$ cat src/rtl/adc_scan_pkg.sv
package adc_scan_pkg;

    localparam int unsigned FRAME_CLOCKS = 16;
    localparam int unsigned CFG_SLOTS    = 4;
    localparam int unsigned RESULT_BITS  = 12;
    localparam int unsigned SLOT_W       = 5;

    // Slot numbers inside one conversion (slot 16 is the edge-free slot)
    localparam logic [SLOT_W-1:0] SLOT_GAP        = SLOT_W'(FRAME_CLOCKS);
    localparam logic [SLOT_W-1:0] SLOT_CFG_END    = SLOT_W'(CFG_SLOTS);
    localparam logic [SLOT_W-1:0] SLOT_DATA_FIRST = SLOT_W'(FRAME_CLOCKS - RESULT_BITS);
    localparam logic [SLOT_W-1:0] SLOT_DATA_LAST  = SLOT_W'(FRAME_CLOCKS - 1);

    typedef enum logic {
        SEQ_IDLE = 1'b0,
        SEQ_RUN  = 1'b1
    } seq_state_e;

    // Single-cycle strobes produced by the serial clock divider
    typedef struct packed {
        logic rise;
        logic slot_end;
    } sclk_evt_t;

    // Select-word bit for a config slot, highest bit in slot 0
    function automatic logic cfg_bit(input logic [CFG_SLOTS-1:0] word,
                                     input logic [1:0] slot_lo);
        logic [1:0] idx;
        idx = 2'(CFG_SLOTS - 1) - slot_lo;
        return word[idx];
    endfunction

    function automatic logic in_data_window(input logic [SLOT_W-1:0] slot);
        return (slot >= SLOT_DATA_FIRST) && (slot <= SLOT_DATA_LAST);
    endfunction

endpackage

$ cat src/rtl/adc_sclk_gen.sv
module adc_sclk_gen
    import adc_scan_pkg::*;
#(
    parameter int unsigned CLK_DIV = 4
) (
    input  logic      clk,
    input  logic      rst,
    input  logic      run,
    input  logic      toggle_en,
    output logic      sclk,
    output sclk_evt_t evt
);

    localparam int unsigned PH_W    = (CLK_DIV > 2) ? $clog2(CLK_DIV) : 1;
    localparam int unsigned LOW_LEN = CLK_DIV / 2;
    localparam logic [PH_W-1:0] PH_RISE = PH_W'(LOW_LEN - 1);
    localparam logic [PH_W-1:0] PH_LAST = PH_W'(CLK_DIV - 1);

    logic [PH_W-1:0] ph_q;
    logic            sclk_q;

    always_comb begin
        evt.rise     = run && toggle_en && (ph_q == PH_RISE);
        evt.slot_end = run && (ph_q == PH_LAST);
    end

    always_ff @(posedge clk) begin
        if (rst || !run) begin
            ph_q <= '0;
        end else if (evt.slot_end) begin
            ph_q <= '0;
        end else begin
            ph_q <= ph_q + 1'b1;
        end
    end

    always_ff @(posedge clk) begin
        if (rst || !run) begin
            sclk_q <= 1'b0;
        end else if (evt.rise) begin
            sclk_q <= 1'b1;
        end else if (evt.slot_end) begin
            sclk_q <= 1'b0;
        end
    end

    assign sclk = sclk_q;

endmodule

$ cat src/rtl/adc_frame_seq.sv
module adc_frame_seq
    import adc_scan_pkg::*;
#(
    parameter int unsigned NUM_CH = 4,
    parameter int unsigned CH_W   = 2
) (
    input  logic              clk,
    input  logic              rst,
    input  logic              enable_i,
    input  logic              slave_mode_i,
    input  logic              slot_end,
    output logic              run,
    output logic [SLOT_W-1:0] slot,
    output logic              slave_q,
    output logic [CH_W-1:0]   cur_ch,
    output logic [CH_W-1:0]   prev_ch,
    output logic              first_q
);

    localparam logic [CH_W-1:0] CH_MAX = CH_W'(NUM_CH - 1);

    seq_state_e        state_q;
    logic [SLOT_W-1:0] slot_q;
    logic [CH_W-1:0]   cur_q;
    logic [CH_W-1:0]   prev_q;
    logic              first_r;
    logic              slave_r;
    logic [CH_W-1:0]   nxt_ch;

    generate
        if ((1 << CH_W) == NUM_CH) begin : g_wrap_free
            assign nxt_ch = cur_q + 1'b1;
        end else begin : g_wrap_cmp
            assign nxt_ch = (cur_q == CH_MAX) ? '0 : cur_q + 1'b1;
        end
    endgenerate

    always_ff @(posedge clk) begin
        if (rst) begin
            state_q <= SEQ_IDLE;
            slot_q  <= '0;
            cur_q   <= '0;
            prev_q  <= '0;
            first_r <= 1'b1;
            slave_r <= 1'b0;
        end else begin
            case (state_q)
                SEQ_IDLE: begin
                    if (enable_i) begin
                        state_q <= SEQ_RUN;
                        slot_q  <= '0;
                        cur_q   <= '0;
                        first_r <= 1'b1;
                        slave_r <= slave_mode_i;
                    end
                end
                SEQ_RUN: begin
                    if (slot_end) begin
                        if (slot_q == SLOT_GAP) begin
                            prev_q  <= cur_q;
                            cur_q   <= nxt_ch;
                            first_r <= 1'b0;
                            slot_q  <= '0;
                            slave_r <= slave_mode_i;
                            if (!enable_i) begin
                                state_q <= SEQ_IDLE;
                            end
                        end else begin
                            slot_q <= slot_q + 1'b1;
                        end
                    end
                end
                default: state_q <= SEQ_IDLE;
            endcase
        end
    end

    assign run     = (state_q == SEQ_RUN);
    assign slot    = slot_q;
    assign slave_q = slave_r;
    assign cur_ch  = cur_q;
    assign prev_ch = prev_q;
    assign first_q = first_r;

endmodule

$ cat src/rtl/adc_rx_capture.sv
module adc_rx_capture
    import adc_scan_pkg::*;
#(
    parameter int unsigned CH_W = 2
) (
    input  logic                   clk,
    input  logic                   rst,
    input  logic                   sample_en,
    input  logic                   last_en,
    input  logic                   keep,
    input  logic                   dout_i,
    input  logic [CH_W-1:0]        tag_i,
    output logic                   res_valid,
    output logic [RESULT_BITS-1:0] res_data,
    output logic [CH_W-1:0]        res_ch
);

    logic [RESULT_BITS-2:0] sh_q;
    logic                   valid_q;
    logic [RESULT_BITS-1:0] data_q;
    logic [CH_W-1:0]        ch_q;

    always_ff @(posedge clk) begin
        if (rst) begin
            sh_q    <= '0;
            valid_q <= 1'b0;
            data_q  <= '0;
            ch_q    <= '0;
        end else begin
            valid_q <= 1'b0;
            if (sample_en) begin
                sh_q <= {sh_q[RESULT_BITS-3:0], dout_i};
            end
            if (last_en && keep) begin
                valid_q <= 1'b1;
                data_q  <= {sh_q, dout_i};
                ch_q    <= tag_i;
            end
        end
    end

    assign res_valid = valid_q;
    assign res_data  = data_q;
    assign res_ch    = ch_q;

endmodule

$ cat src/rtl/adc_scan_host.sv
module adc_scan_host
    import adc_scan_pkg::*;
#(
    parameter  int unsigned CLK_DIV = 4,
    parameter  int unsigned NUM_CH  = 4,
    localparam int unsigned CH_W    = (NUM_CH > 2) ? 2 : 1
) (
    input  logic                   clk,
    input  logic                   rst,
    input  logic                   enable_i,
    input  logic                   slave_mode_i,
    input  logic                   dout_i,
    output logic                   sclk_o,
    output logic                   cs_n_o,
    output logic                   din_o,
    output logic                   din_oe_o,
    output logic                   res_valid_o,
    output logic [RESULT_BITS-1:0] res_data_o,
    output logic [CH_W-1:0]        res_ch_o
);

    generate
        if (CLK_DIV < 2 || (NUM_CH != 2 && NUM_CH != 4)) begin : g_bad_cfg
            $error("adc_scan_host: CLK_DIV must be >= 2 and NUM_CH 2 or 4");
        end
    endgenerate

    logic              run;
    logic [SLOT_W-1:0] slot;
    logic              slave_q;
    logic [CH_W-1:0]   cur_ch;
    logic [CH_W-1:0]   prev_ch;
    logic              first_q;
    sclk_evt_t         evt;
    logic              clocked_slot;
    logic              cfg_slot;
    logic [CFG_SLOTS-1:0] cfg_word;

    assign clocked_slot = (slot < SLOT_GAP);
    assign cfg_slot     = run && (slot < SLOT_CFG_END);
    assign cfg_word     = CFG_SLOTS'(cur_ch);

    adc_sclk_gen #(
        .CLK_DIV (CLK_DIV)
    ) u_sclk (
        .clk       (clk),
        .rst       (rst),
        .run       (run),
        .toggle_en (clocked_slot),
        .sclk      (sclk_o),
        .evt       (evt)
    );

    adc_frame_seq #(
        .NUM_CH (NUM_CH),
        .CH_W   (CH_W)
    ) u_seq (
        .clk          (clk),
        .rst          (rst),
        .enable_i     (enable_i),
        .slave_mode_i (slave_mode_i),
        .slot_end     (evt.slot_end),
        .run          (run),
        .slot         (slot),
        .slave_q      (slave_q),
        .cur_ch       (cur_ch),
        .prev_ch      (prev_ch),
        .first_q      (first_q)
    );

    adc_rx_capture #(
        .CH_W (CH_W)
    ) u_rx (
        .clk       (clk),
        .rst       (rst),
        .sample_en (evt.rise && in_data_window(slot)),
        .last_en   (evt.rise && (slot == SLOT_DATA_LAST)),
        .keep      (!first_q),
        .dout_i    (dout_i),
        .tag_i     (prev_ch),
        .res_valid (res_valid_o),
        .res_data  (res_data_o),
        .res_ch    (res_ch_o)
    );

    assign din_oe_o = cfg_slot;
    assign din_o    = cfg_slot ? cfg_bit(cfg_word, slot[1:0]) : 1'b0;
    assign cs_n_o   = !(run && !(slave_q && (slot == SLOT_GAP)));

endmodule

$ cat config.mk
export PLATFORM = sky130hd
export DESIGN_NAME = adc_scan_host
export DESIGN_NICKNAME = d
export VERILOG_FILES = /design/src/rtl/adc_scan_pkg.sv /design/src/rtl/adc_sclk_gen.sv /design/src/rtl/adc_frame_seq.sv /design/src/rtl/adc_rx_capture.sv /design/src/rtl/adc_scan_host.sv
export SDC_FILE = /design/constraint.sdc
export NUM_CORES = 1
export LEC_CHECK = 0
export BUFFER_PORTS_ARGS = -buffer_cell sky130_fd_sc_hd__buf_4
export CORE_UTILIZATION = 30
export CTS_CLUSTER_SIZE = 30
export DETAILED_ROUTE_END_ITERATION = 10
export HOLD_SLACK_MARGIN = 0.03
export PLACE_DENSITY_LB_ADDON = 0.08
export SLEW_MARGIN = 5
export SYNTH_ARGS = -nofsm -noshare
export SYNTH_HDL_FRONTEND = slang
export SYNTH_SLANG_ARGS = --single-unit
$ cat constraint.sdc
create_clock -name clk -period 1.93 [get_ports clk]
set_input_delay 0.2895 -clock clk [delete_from_list [all_inputs] [get_ports clk]]
set_output_delay 0.2895 -clock clk [all_outputs]
set_load 0.05 [all_outputs]
==> Implementation_results.wiki, run 1 <==
{| class="wikitable"
! Metric !! Value
|-
| Maximum buffer depth of the clock tree || 2
|-
| Critical-path cell with the highest stage delay || dfxtp_1
|-
| Minimum period implied by the final worst setup slack || 1.86 ns
|-
| Total placed cells including tap cells || 289
|-
| Y dimension of the die || 79.0 um
|-
| Final number of max-transition violations || 0
|-
| Port Buffers || 23
|-
| Number of placement rows || 27
|-
| Minimum setup slack after placement || 0.245 ns
|-
| Worst EP required || 1.64 ns
|-
| Total overflow reported by the global router || 0
|-
| GR Util All Layers || 14.6%
|-
| First-pass detailed-route iteration total || 4
|-
| Share of final-layout standard cells stronger than drive strength 1 || 21.3%
|-
| Fraction of synthesized cell area taken by the top area cell type || a little under half
|-
| Synth-to-layout area growth || 24.9%
|-
| ANT cells || 0
|-
| Post-Synthesis Mean Instance Area || 9.03 um2
|-
| Synthesized instance count || 197
|-
| Number of buffers inserted during clock tree synthesis || 5
|-
| Hold Path Class || in2reg
|-
| Share of the clock period used by the worst path after layout || 96.4%
|-
| Clock tree from TritonCTS || done
|-
| Post-route DRC violation count || 0
|-
| Initial core utilization || 31.7%
|-
| Proportion of synthesized chip area in sequential cells || a little under half
|-
| Slew at the pin with the worst max-slew slack || 0.377 ns
|-
| Setup fix buffers added after clock tree synthesis || 0
|-
| Most common library cell in the layout ignoring fill and taps || dfxtp_1
|-
| Primary flip-flop cell chosen by synthesis mapping || dfxtp_1
|-
| Worst slew margin relative to its limit || 74.8%
|-
| Final worst slack || 0.0697 ns
|-
| Fill cell count || between 500 and 600
|-
| Total Die Area || about 6200 um2
|-
| Worst Path Class, Setup || reg2out
|-
| DR vias || 1507
|-
| Antenna-violating nets left || 0
|-
| CP cell instances || buf_4 > nor4b_4 > nand3_1 > nand2_1 > buf_4
|-
| Worst skew pair latency || 0.30 ns
|-
| Wire length per cell || 14.1 um
|-
| Reported max-cap violation count || 0
|-
| Total of flip-flops plus latches after synthesis || about 40
|-
| Number of enable flip-flop cells after synthesis || 0
|-
| CTS HTree Levels || 2
|-
| Endpoint arrival time on the critical path || 1.57 ns
|-
| CTS sink count || 41
|-
| Final setup skew || 0.00935 ns
|-
| CP dominant cell by count || buf_4
|-
| Post-synthesis instance area || about 1800 um2
|-
| Final std cells w/o fill || approximately 300
|-
| Vias in the first global route || 1437
|-
| Worst-path clk slew || 0.09 ns
|-
| Io pins || 24
|-
| Drt initial violations || 42
|-
| Detailed-route wire length || 4180 um
|-
| Max stage delay on crit path || 0.38 ns
|-
| Fraction of synthesis flops using an asynchronous set or reset pin || 0%
|-
| Pin count of the biggest net entering global routing || 41
|-
| HPWL Detailed || 2910 um
|-
| CTS Root Buffer Type || clkbuf_8
|-
| Number of synthesis warnings || 0
|-
| Critical path endpoint category || output pin
|-
| Top library cells by usage in the layout, fill and taps aside || dfxtp_1 (41), buf_4 (34), o21ai_0 (23)
|-
| Die width || between 70 and 80 um
|-
| Cell type with the highest aggregate area in the netlist || dfxtp_1
|-
| Number of library cell types mapped by synthesis || 34
|-
| Maximum operating frequency || 538 MHz
|-
| Final weighted congestion of routability-driven global placement || 0.780
|-
| Placeable core area || 5610 um2
|-
| Leak || 0.796 nW
|-
| Final hold violations || 0
|-
| Mean number of vias per cell || 5.07
|-
| Critical path launch point type || register
|-
| Max IR drop VDD || 299 uV
|-
| Cell area power density || 800 nW/um2
|-
| Cell types with the largest area share after synthesis || dfxtp_1 (46%), mux2i_1 (7.3%), nand2b_1 (6.7%)
|-
| Count of final setup violators || 0
|-
| Global-route wire length before repair || ~7000 um
|-
| Synthesized net count || 206
|-
| Critical Path Fanout Max || 6
|-
| Result of the run || finished clean
|-
| Final-stage net count || between 200 and 250
|-
| Number of antenna violations at the first check in global routing || 0
|}
==> state kept, by name, indices dropped and copies added (netlist names) <==
| signal | count |
|---|---|
| u_rx.res_data | 12 |
| u_rx.sh_q | 11 |
| u_seq.slot | 5 |
| u_rx.res_ch | 2 |
| u_sclk.ph_q | 2 |
| u_seq.cur_ch | 2 |
| u_seq.prev_ch | 2 |
| u_rx.res_valid | 1 |
| u_sclk.sclk | 1 |
| u_seq.first_q | 1 |
| u_seq.run | 1 |
| u_seq.slave_q | 1 |
==> layer usage <==
layer	vias up	share of wire, %	track usage, %	wire length (um)
li1	752	-	-	-
met3	8	2.8	3.79	117
met5	-	0	0	0
met2	26	43	21.0	1820
met1	721	52	20.6	2170
met4	0	1.7	5.45	70
==> what timing repair did <==
item                       CTS  global route
setup endpoints to repair    0             1
resized for setup            0             1
hold buffers                 0             0
==> cell usage after synthesis (3+ instances only) <==
| library cell | number |
|---|---|
| inv_1 | 6 |
| o21ai_0 | 23 |
| dfxtp_1 | 41 |
| mux2i_1 | 13 |
| ha_1 | 4 |
| nand2b_1 | 19 |
| nand2_1 | 7 |
| clkbuf_1 | 9 |
| a21oi_1 | 22 |
| nor3_1 | 3 |
| nand3_1 | 19 |
==> power by group <==
part / internal [mW] / total, mW / leakage [nW] / switching, mW
combinational: 0.0313 / 0.0786 / 0.397 / 0.0473
clock: 0.521 / 0.843 / 0.0687 / 0.322
sequential: 0.850 / 0.856 / 0.331 / 0.00577
==> critical path: cells and delay by family, from the launching register on <==
kind	cells	cell delay (ns)
buf+inv	2	0.38
flops	1	0.38
simple gates	3	0.51
==> stage by stage <==
step           total power, mW  util, %   TNS, ns  hold WS (ns)  instance area [um2]
2_1_floorplan            0.928        -         0         0.419                 1800
3_3_place_gp             0.954     37.0         0         0.448                 2080
3_5_place_dp             0.954     37.0         0         0.459                 2080
4_1_cts                   1.80     39.5         0         0.243                 2210
5_1_grt                   1.85     39.6  -0.00795         0.264                 2220
6_report                  1.78     39.6         0         0.255                 2220
==> cell families (layout without fill, tap and decap cells) <==
group	count (synthesis)	count (layout)	synth area share, %
fa+ha+maj	4	4	2.81
compound gates	53	53	16.7
flops	41	41	46.1
simple gates	66	66	21.8
buf+inv	20	48	5.27
mux	13	13	7.31
==> layout make-up <==
cell class / instances / area, um2 / area share (%)
Clock buffer: 5 / 68.8 / 3.10
Clock inverter: 3 / 68.8 / 3.10
Inverter: 6 / 22.5 / 1.01
Multi-Input combinational cell: 136 / 896 / 40.3
Sequential cell: 41 / 821 / 36.9
Tap cell: 72 / 90.1 / 4.05
Timing Repair Buffer: 34 / 255 / 11.5
==> path summary, 6_finish.rpt <==
path / startpoint / end / slack, ns / cells after the start
max reg2reg: u_seq.slot[3] / u_rx.sh_q[3] / 0.16 / 4
min: dout_i / u_rx.res_data[0] / 0.26 / 3
max: u_seq.slot[2] / cs_n_o / 0.07 / 5
min reg2reg: u_rx.sh_q[6] / u_rx.res_data[7] / 0.47 / 2
(Power assumes the default switching activity.)
==> inputs of run 2 (changes only) <==
==> constraint.sdc (replaced) <==
create_clock -name clk -period 1.93 [get_ports clk]
set_input_delay 0.386 -clock clk [delete_from_list [all_inputs] [get_ports clk]]
set_output_delay 0.386 -clock clk [all_outputs]
set_load 0.05 [all_outputs]
==> run 2 against run 1 <==
  * Power fell by 6.7%
  * Critical path type unchanged
  * Final area fell by 1.1%
  * Core utilization fell by 0.42 points
  * Clock skew fell by 0.0045 ns
  * Global-route usage fell by 0.36 points
  * Die area did not move
  * Largest power group unchanged
==> Implementation_results.wiki, run 2 (same netlist as run 1, synthesis figures left out) <==
{| class="wikitable"
! Metric !! Value
|-
| Share of final-layout standard cells stronger than drive strength 1 || 22.2% (was 21.3%)
|-
| HPWL Detailed || 2940 um (was 2910 um)
|-
| Global-route wire length before repair || 6760 um (was 6970 um)
|-
| Final worst slack || 0.0862 ns (was 0.0697 ns)
|-
| Worst-path clk slew || 0.08 ns (was 0.09 ns)
|-
| Total Die Area || 6240 um2 (unchanged)
|-
| Result of the run || finished clean (unchanged)
|-
| Register-to-register setup slack || 0.20 ns (was 0.16 ns)
|-
| Maximum operating frequency || 542 MHz (was 538 MHz)
|-
| Port Buffers || 23 (unchanged)
|-
| Total placed cells including tap cells || 289 (unchanged)
|-
| Critical path launch point type || register (unchanged)
|-
| Number of buffers inserted during clock tree synthesis || 5 (unchanged)
|-
| First-pass detailed-route iteration total || 4 (unchanged)
|-
| Final hold violations || 0 (unchanged)
|-
| DR vias || 1458 (was 1507)
|-
| Number of antenna violations at the first check in global routing || 0 (unchanged)
|-
| Worst skew pair latency || 0.29 ns (was 0.30 ns)
|-
| Post-route DRC violation count || 0 (unchanged)
|-
| Initial core utilization || 31.7% (unchanged)
|-
| Final setup skew || 0.00488 ns (was 0.00935 ns)
|-
| Final std cells w/o fill || 297 (unchanged)
|-
| Vias in the first global route || 1407 (was 1437)
|-
| Final number of max-transition violations || 0 (unchanged)
|-
| Most common library cell in the layout ignoring fill and taps || dfxtp_1 (unchanged)
|-
| Number of flip-flops in the largest register || 12 (unchanged)
|-
| Y dimension of the die || 79.0 um (unchanged)
|-
| Maximum buffer depth of the clock tree || 2 (unchanged)
|-
| Unrepaired setup endpoints after global routing || no
|-
| Mean number of vias per cell || 4.91 (was 5.07)
|-
| Final-stage net count || 233 (unchanged)
|-
| Final weighted congestion of routability-driven global placement || 0.778 (was 0.780)
|-
| Worst EP required || 1.54 ns (was 1.64 ns)
|-
| Reported max-cap violation count || 0 (unchanged)
|-
| Post-layout instance area || 2200 um2 (was 2220 um2)
|-
| CP cell instances || nor4b_4 > and3_2 > buf_4 (was buf_4 > nor4b_4 > nand3_1 > nand2_1 > buf_4)
|-
| Critical-path cell with the highest stage delay || dfxtp_1 (unchanged)
|-
| Count of final setup violators || 0 (unchanged)
|-
| Crit path buffers/inverters || 1 (was 2)
|-
| Max stage delay on crit path || 0.41 ns (was 0.38 ns)
|-
| Critical Path Fanout Max || 9 (was 6)
|-
| Hold Path Class || in2reg (unchanged)
|-
| Minimum setup slack after placement || 0.238 ns (was 0.245 ns)
|-
| GR Util All Layers || 14.2% (was 14.6%)
|-
| Worst slew margin relative to its limit || 75.0% (was 74.8%)
|-
| Die width || 79.0 um (unchanged)
|-
| Endpoint arrival time on the critical path || 1.46 ns (was 1.57 ns)
|-
| CTS sink count || 41 (unchanged)
|-
| Total overflow reported by the global router || 0 (unchanged)
|-
| Placement Cell Area || 2080 um2 (unchanged)
|-
| Overall Power || 1.66 mW (was 1.78 mW)
|-
| Minimum period implied by the final worst setup slack || 1.84 ns (was 1.86 ns)
|-
| Antenna-violating nets left || 0 (unchanged)
|-
| Slew at the pin with the worst max-slew slack || 0.374 ns (was 0.377 ns)
|-
| Cell area power density || 754 nW/um2 (was 800 nW/um2)
|-
| ANT cells || 0 (unchanged)
|-
| Detailed-route wire length || 4120 um (was 4180 um)
|-
| Top library cells by usage in the layout, fill and taps aside || dfxtp_1 (39), buf_4 (34), o21ai_0 (23) (was dfxtp_1 (41), buf_4 (34), o21ai_0 (23))
|-
| Worst Path Class, Setup || reg2out (unchanged)
|-
| Drt initial violations || 60 (was 42)
|-
| CTS Root Buffer Type || clkbuf_8 (unchanged)
|-
| Leak || 0.785 nW (was 0.796 nW)
|-
| Pin count of the biggest net entering global routing || 29 (was 41)
|-
| Max IR drop VDD || 301 uV (was 299 uV)
|-
| CTS HTree Levels || 2 (unchanged)
|-
| Critical path endpoint category || output pin (unchanged)
|-
| Number of placement rows || 27 (unchanged)
|-
| Synth-to-layout area growth || 23.6% (was 24.9%)
|-
| Clock tree from TritonCTS || done (unchanged)
|-
| Share of the clock period used by the worst path after layout || 95.5% (was 96.4%)
|-
| Io pins || 24 (unchanged)
|-
| Total Negative Setup Slacks || 0 ns (unchanged)
|-
| Worst path top cell family by delay || simple AND/OR/NAND/NOR gates (unchanged)
|-
| Placeable core area || 5610 um2 (unchanged)
|-
| Wire length per cell || 13.9 um (was 14.1 um)
|}
## run 2: cell types whose count changed in the layout (fill, tap and decap cells not counted)
cell / change
bufinv_16: -1
nor4b_4: -1
clkbuf_8: +1
dfxtp_2: +2
inv_6: -1
nor4b_2: +1
clkinvlp_4: +1
dfxtp_1: -2
## run 2: repair_timing
action                     CTS  global route
hold buffers                 0             0
setup endpoints to repair    1             1
gates resized for setup      1             1
setup buffers                0             0
## run 2: final cells by class
cell class / instances / area (um2)
inverter: 6 / 22.5
clock inverter: 2 / 37.5
tap: 72 / 90.1
fill: 588 / 3410
timing repair buffer: 34 / 255
multi-input combinational: 136 / 887
sequential: 41 / 823
clock buffer: 6 / 82.6
## run 2: final timing paths
path                                    start               end  cells after the start
worst max-delay path            u_seq.slot[2]             din_o                      3
worst min-delay path                      rst     u_seq.slot[4]                      2
worst max register to register  u_seq.slot[2]      u_rx.sh_q[3]                      4
worst min register to register   u_rx.sh_q[7]  u_rx.res_data[8]                      2
## run 2: report_power, final
part           internal, mW  switching, mW  total [mW]  leakage, nW
Sequential            0.850        0.00585       0.856        0.332
Combinational        0.0326         0.0479      0.0805        0.396
Clock                 0.421          0.301       0.722       0.0574
Total                  1.30          0.355        1.66        0.785
## run 2: through the flow
step | hold slack [ns] | utilization [%]
after floorplan | 0.439 | -
after global routing | 0.354 | 39.2
after detailed placement | 0.459 | 37.0
after CTS | 0.348 | 39.2
after global placement | 0.448 | 37.0
final | 0.354 | 39.2
## run 2: worst reg2reg max path, cell delays in order (launching register included)
cell and delay, ns:
dfxtp_1 0.53, and3_2 0.24, ha_1 0.18, o221a_2 0.45, mux2i_1 0.25
## run 2: per-layer routing
layer | track usage [%] | up-vias | part of all wire (%)
li1 | - | 752 | -
met1 | 18.9 | 679 | 50
met2 | 22.7 | 22 | 46
met3 | 2.76 | 5 | 3.0
met4 | 5.45 | 0 | 1.1
met5 | 0 | - | 0
==> inputs of run 3 (changes only) <==
==> constraint.sdc (replaced) <==
create_clock -name clk -period 1.93 [get_ports clk]
set_input_delay 0.0965 -clock clk [delete_from_list [all_inputs] [get_ports clk]]
set_output_delay 0.0965 -clock clk [all_outputs]
set_load 0.05 [all_outputs]
==> run 3 against run 2 <==
  * Global-route usage rose by 0.20 points
  * Sequential share of layout area barely moved
  * Final cell count fell by 0.34%
  * Setup slack improved by 0.076 ns
  * Largest power group unchanged
  * Non-clock buffer count fell by 1
  * Flip-flop and latch count did not move
  * Worst hold slack got worse by 0.28 ns
==> Implementation_results.wiki, run 3 (same netlist as run 1, synthesis figures left out) <==
{| class="wikitable"
! Metric !! Value
|-
| Setup fix buffers added after clock tree synthesis || 0 (unchanged)
|-
| Critical-path cell with the highest stage delay || dfxtp_1 (unchanged)
|-
| Worst EP required || 1.83 ns (was 1.54 ns)
|-
| CP dominant cell by count || buf_4
|-
| CTS Root Buffer Type || clkbuf_8 (unchanged)
|-
| Final-stage net count || 232 (was 233)
|-
| Reported max-cap violation count || 0 (unchanged)
|-
| Max IR drop VDD || 346 uV (was 301 uV)
|-
| Share of the clock period used by the worst path after layout || 91.6% (was 95.5%)
|-
| Placement Cell Area || 2060 um2 (was 2080 um2)
|-
| DR vias || 1525 (was 1458)
|-
| Total Negative Setup Slacks || 0 ns (unchanged)
|-
| Drt initial violations || 60 (unchanged)
|-
| CTS HTree Levels || 2 (unchanged)
|-
| Worst slew margin relative to its limit || 74.7% (was 75.0%)
|-
| Clock tree from TritonCTS || done (unchanged)
|-
| Storage element area || 821 um2 (was 823 um2)
|-
| Number of antenna violations at the first check in global routing || 0 (unchanged)
|-
| Critical path launch point type || register (unchanged)
|-
| Number of placement rows || 27 (unchanged)
|-
| Final weighted congestion of routability-driven global placement || 0.821 (was 0.778)
|-
| Top library cells by usage in the layout, fill and taps aside || dfxtp_1 (41), buf_4 (33), o21ai_0 (23) (was dfxtp_1 (39), buf_4 (34), o21ai_0 (23))
|-
| HPWL Detailed || 2920 um (was 2940 um)
|-
| Final setup skew || 0.00289 ns (was 0.00488 ns)
|-
| GR Util All Layers || 14.4% (was 14.2%)
|-
| Synth-to-layout area growth || 23.3% (was 23.6%)
|-
| Global-route wire length before repair || 7000 um (was 6760 um)
|-
| Worst skew pair latency || 0.29 ns (about the same)
|-
| Detailed-route wire length || 4240 um (was 4120 um)
|-
| Cell area power density || 752 nW/um2 (was 754 nW/um2)
|-
| Endpoint arrival time on the critical path || 1.67 ns (was 1.46 ns)
|-
| Post-layout instance area || 2190 um2 (was 2200 um2)
|-
| Post-Route Hold Slack || 0.0707 ns (was 0.354 ns)
|-
| Worst-path clk slew || 0.08 ns (about the same)
|-
| Most common library cell in the layout ignoring fill and taps || dfxtp_1 (unchanged)
|-
| Post-route DRC violation count || 0 (unchanged)
|-
| Critical path endpoint category || output pin (unchanged)
|-
| ANT cells || 0 (unchanged)
|-
| Y dimension of the die || 79.0 um (unchanged)
|-
| Antenna-violating nets left || 0 (unchanged)
|-
| Multi-input combinational cell area || 897 um2 (was 887 um2)
|-
| Placeable core area || 5610 um2 (unchanged)
|-
| Crit path buffers/inverters || 3 (was 1)
|-
| Minimum period implied by the final worst setup slack || 1.77 ns (was 1.84 ns)
|-
| Vias in the first global route || 1461 (was 1407)
|-
| Wire length per cell || 14.3 um (was 13.9 um)
|-
| Leak || 0.785 nW (about the same)
|-
| Worst path top cell family by delay || buffers and inverters (was simple AND/OR/NAND/NOR gates)
|-
| Maximum buffer depth of the clock tree || 2 (unchanged)
|-
| Number of flip-flops in the largest register || 12 (unchanged)
|-
| Register-to-register setup slack || 0.17 ns (was 0.20 ns)
|-
| CTS sink count || 41 (unchanged)
|-
| Unrepaired setup endpoints after global routing || no (unchanged)
|-
| Io pins || 24 (unchanged)
|-
| Final worst slack || 0.162 ns (was 0.0862 ns)
|-
| Maximum operating frequency || 566 MHz (was 542 MHz)
|-
| Final number of max-transition violations || 0 (unchanged)
|-
| Minimum setup slack after placement || 0.205 ns (was 0.238 ns)
|-
| First-pass detailed-route iteration total || 4 (unchanged)
|-
| Mean number of vias per cell || 5.15 (was 4.91)
|-
| Slew at the pin with the worst max-slew slack || 0.379 ns (was 0.374 ns)
|-
| Result of the run || finished clean (unchanged)
|-
| Pin count of the biggest net entering global routing || 41 (was 29)
|-
| Final hold violations || 0 (unchanged)
|-
| Number of buffers inserted during clock tree synthesis || 5 (unchanged)
|-
| # hold bufs at CTS || 0 (unchanged)
|-
| Critical Path Fanout Max || 6 (was 9)
|-
| Die width || 79.0 um (unchanged)
|-
| Total Die Area || 6240 um2 (unchanged)
|-
| Count of final setup violators || 0 (unchanged)
|-
| Worst Path Class, Setup || reg2out (unchanged)
|-
| Port Buffers || 23 (unchanged)
|-
| Hold Path Class || in2reg (unchanged)
|-
| CP cell instances || buf_4 > nor4b_4 > buf_4 > nand3_1 > nand2_1 > buf_4 (was nor4b_4 > and3_2 > buf_4)
|-
| Core occupancy in the finished layout || 39.1% (was 39.2%)
|-
| Share of final-layout standard cells stronger than drive strength 1 || 20.5% (was 22.2%)
|-
| Max stage delay on crit path || 0.35 ns (was 0.41 ns)
|-
| Total overflow reported by the global router || 0 (unchanged)
|-
| Initial core utilization || 31.7% (unchanged)
|-
| Fill cell count || 607 (was 588)
|}
run 3: worst paths after layout:
path | from | to | depth (start not counted)
worst max-delay path | u_seq.slot[2] | cs_n_o | 6
worst min-delay path | slave_mode_i | u_seq.slave_q | 3
worst max register to register | u_seq.slot[0] | u_seq.cur_ch[0] | 4
worst min register to register | u_rx.sh_q[6] | u_rx.res_data[7] | 2
run 3: power breakdown:
| group | leakage, nW | internal, mW | switching (mW) | total, mW |
|---|---|---|---|---|
| Combinational | 0.396 | 0.0314 | 0.0486 | 0.0799 |
| Clock | 0.0585 | 0.422 | 0.295 | 0.716 |
| Sequential | 0.331 | 0.850 | 0.00510 | 0.855 |
run 3: metrics by stage:
stage	power (mW)	cells
after floorplan	0.928	197
after global placement	0.954	288
after detailed placement	0.955	288
after CTS	1.67	296
after global routing	1.71	296
final	1.65	296
run 3: cell type report:
| cell class | count | share of cell area, % |
|---|---|---|
| clock buffers | 7 | 3.93 |
| repair buffers | 33 | 11.3 |
| inverters | 6 | 1.03 |
| clock inverters | 1 | 1.37 |
| flip-flops and latches | 41 | 37.4 |
| well taps | 72 | 4.10 |
| multi-input cells | 136 | 40.9 |
run 3: routing by layer:
layer  vias up  GRT usage, %  wire, um  share of wire [%]
li1        752             -         -                  -
met1       755          19.9      2140                 51
met2        14          22.1      1980                 47
met3         4          2.76        81                1.9
met4         0          5.64        34               0.80
met5         -             0         0                  0
run 3: timing repair:
action / CTS / global route
gates resized for setup: 1 / 2
endpoints found under the setup margin: 1 / 1
hold endpoints to repair: 0 / 0
run 3: worst register-to-register path, delay by kind of cell (launching register included):
kind            cells  cell delay [ns]
buf+inv             1             0.17
simple gates        2             1.13
compound gates      1             0.08
flops               1             0.33
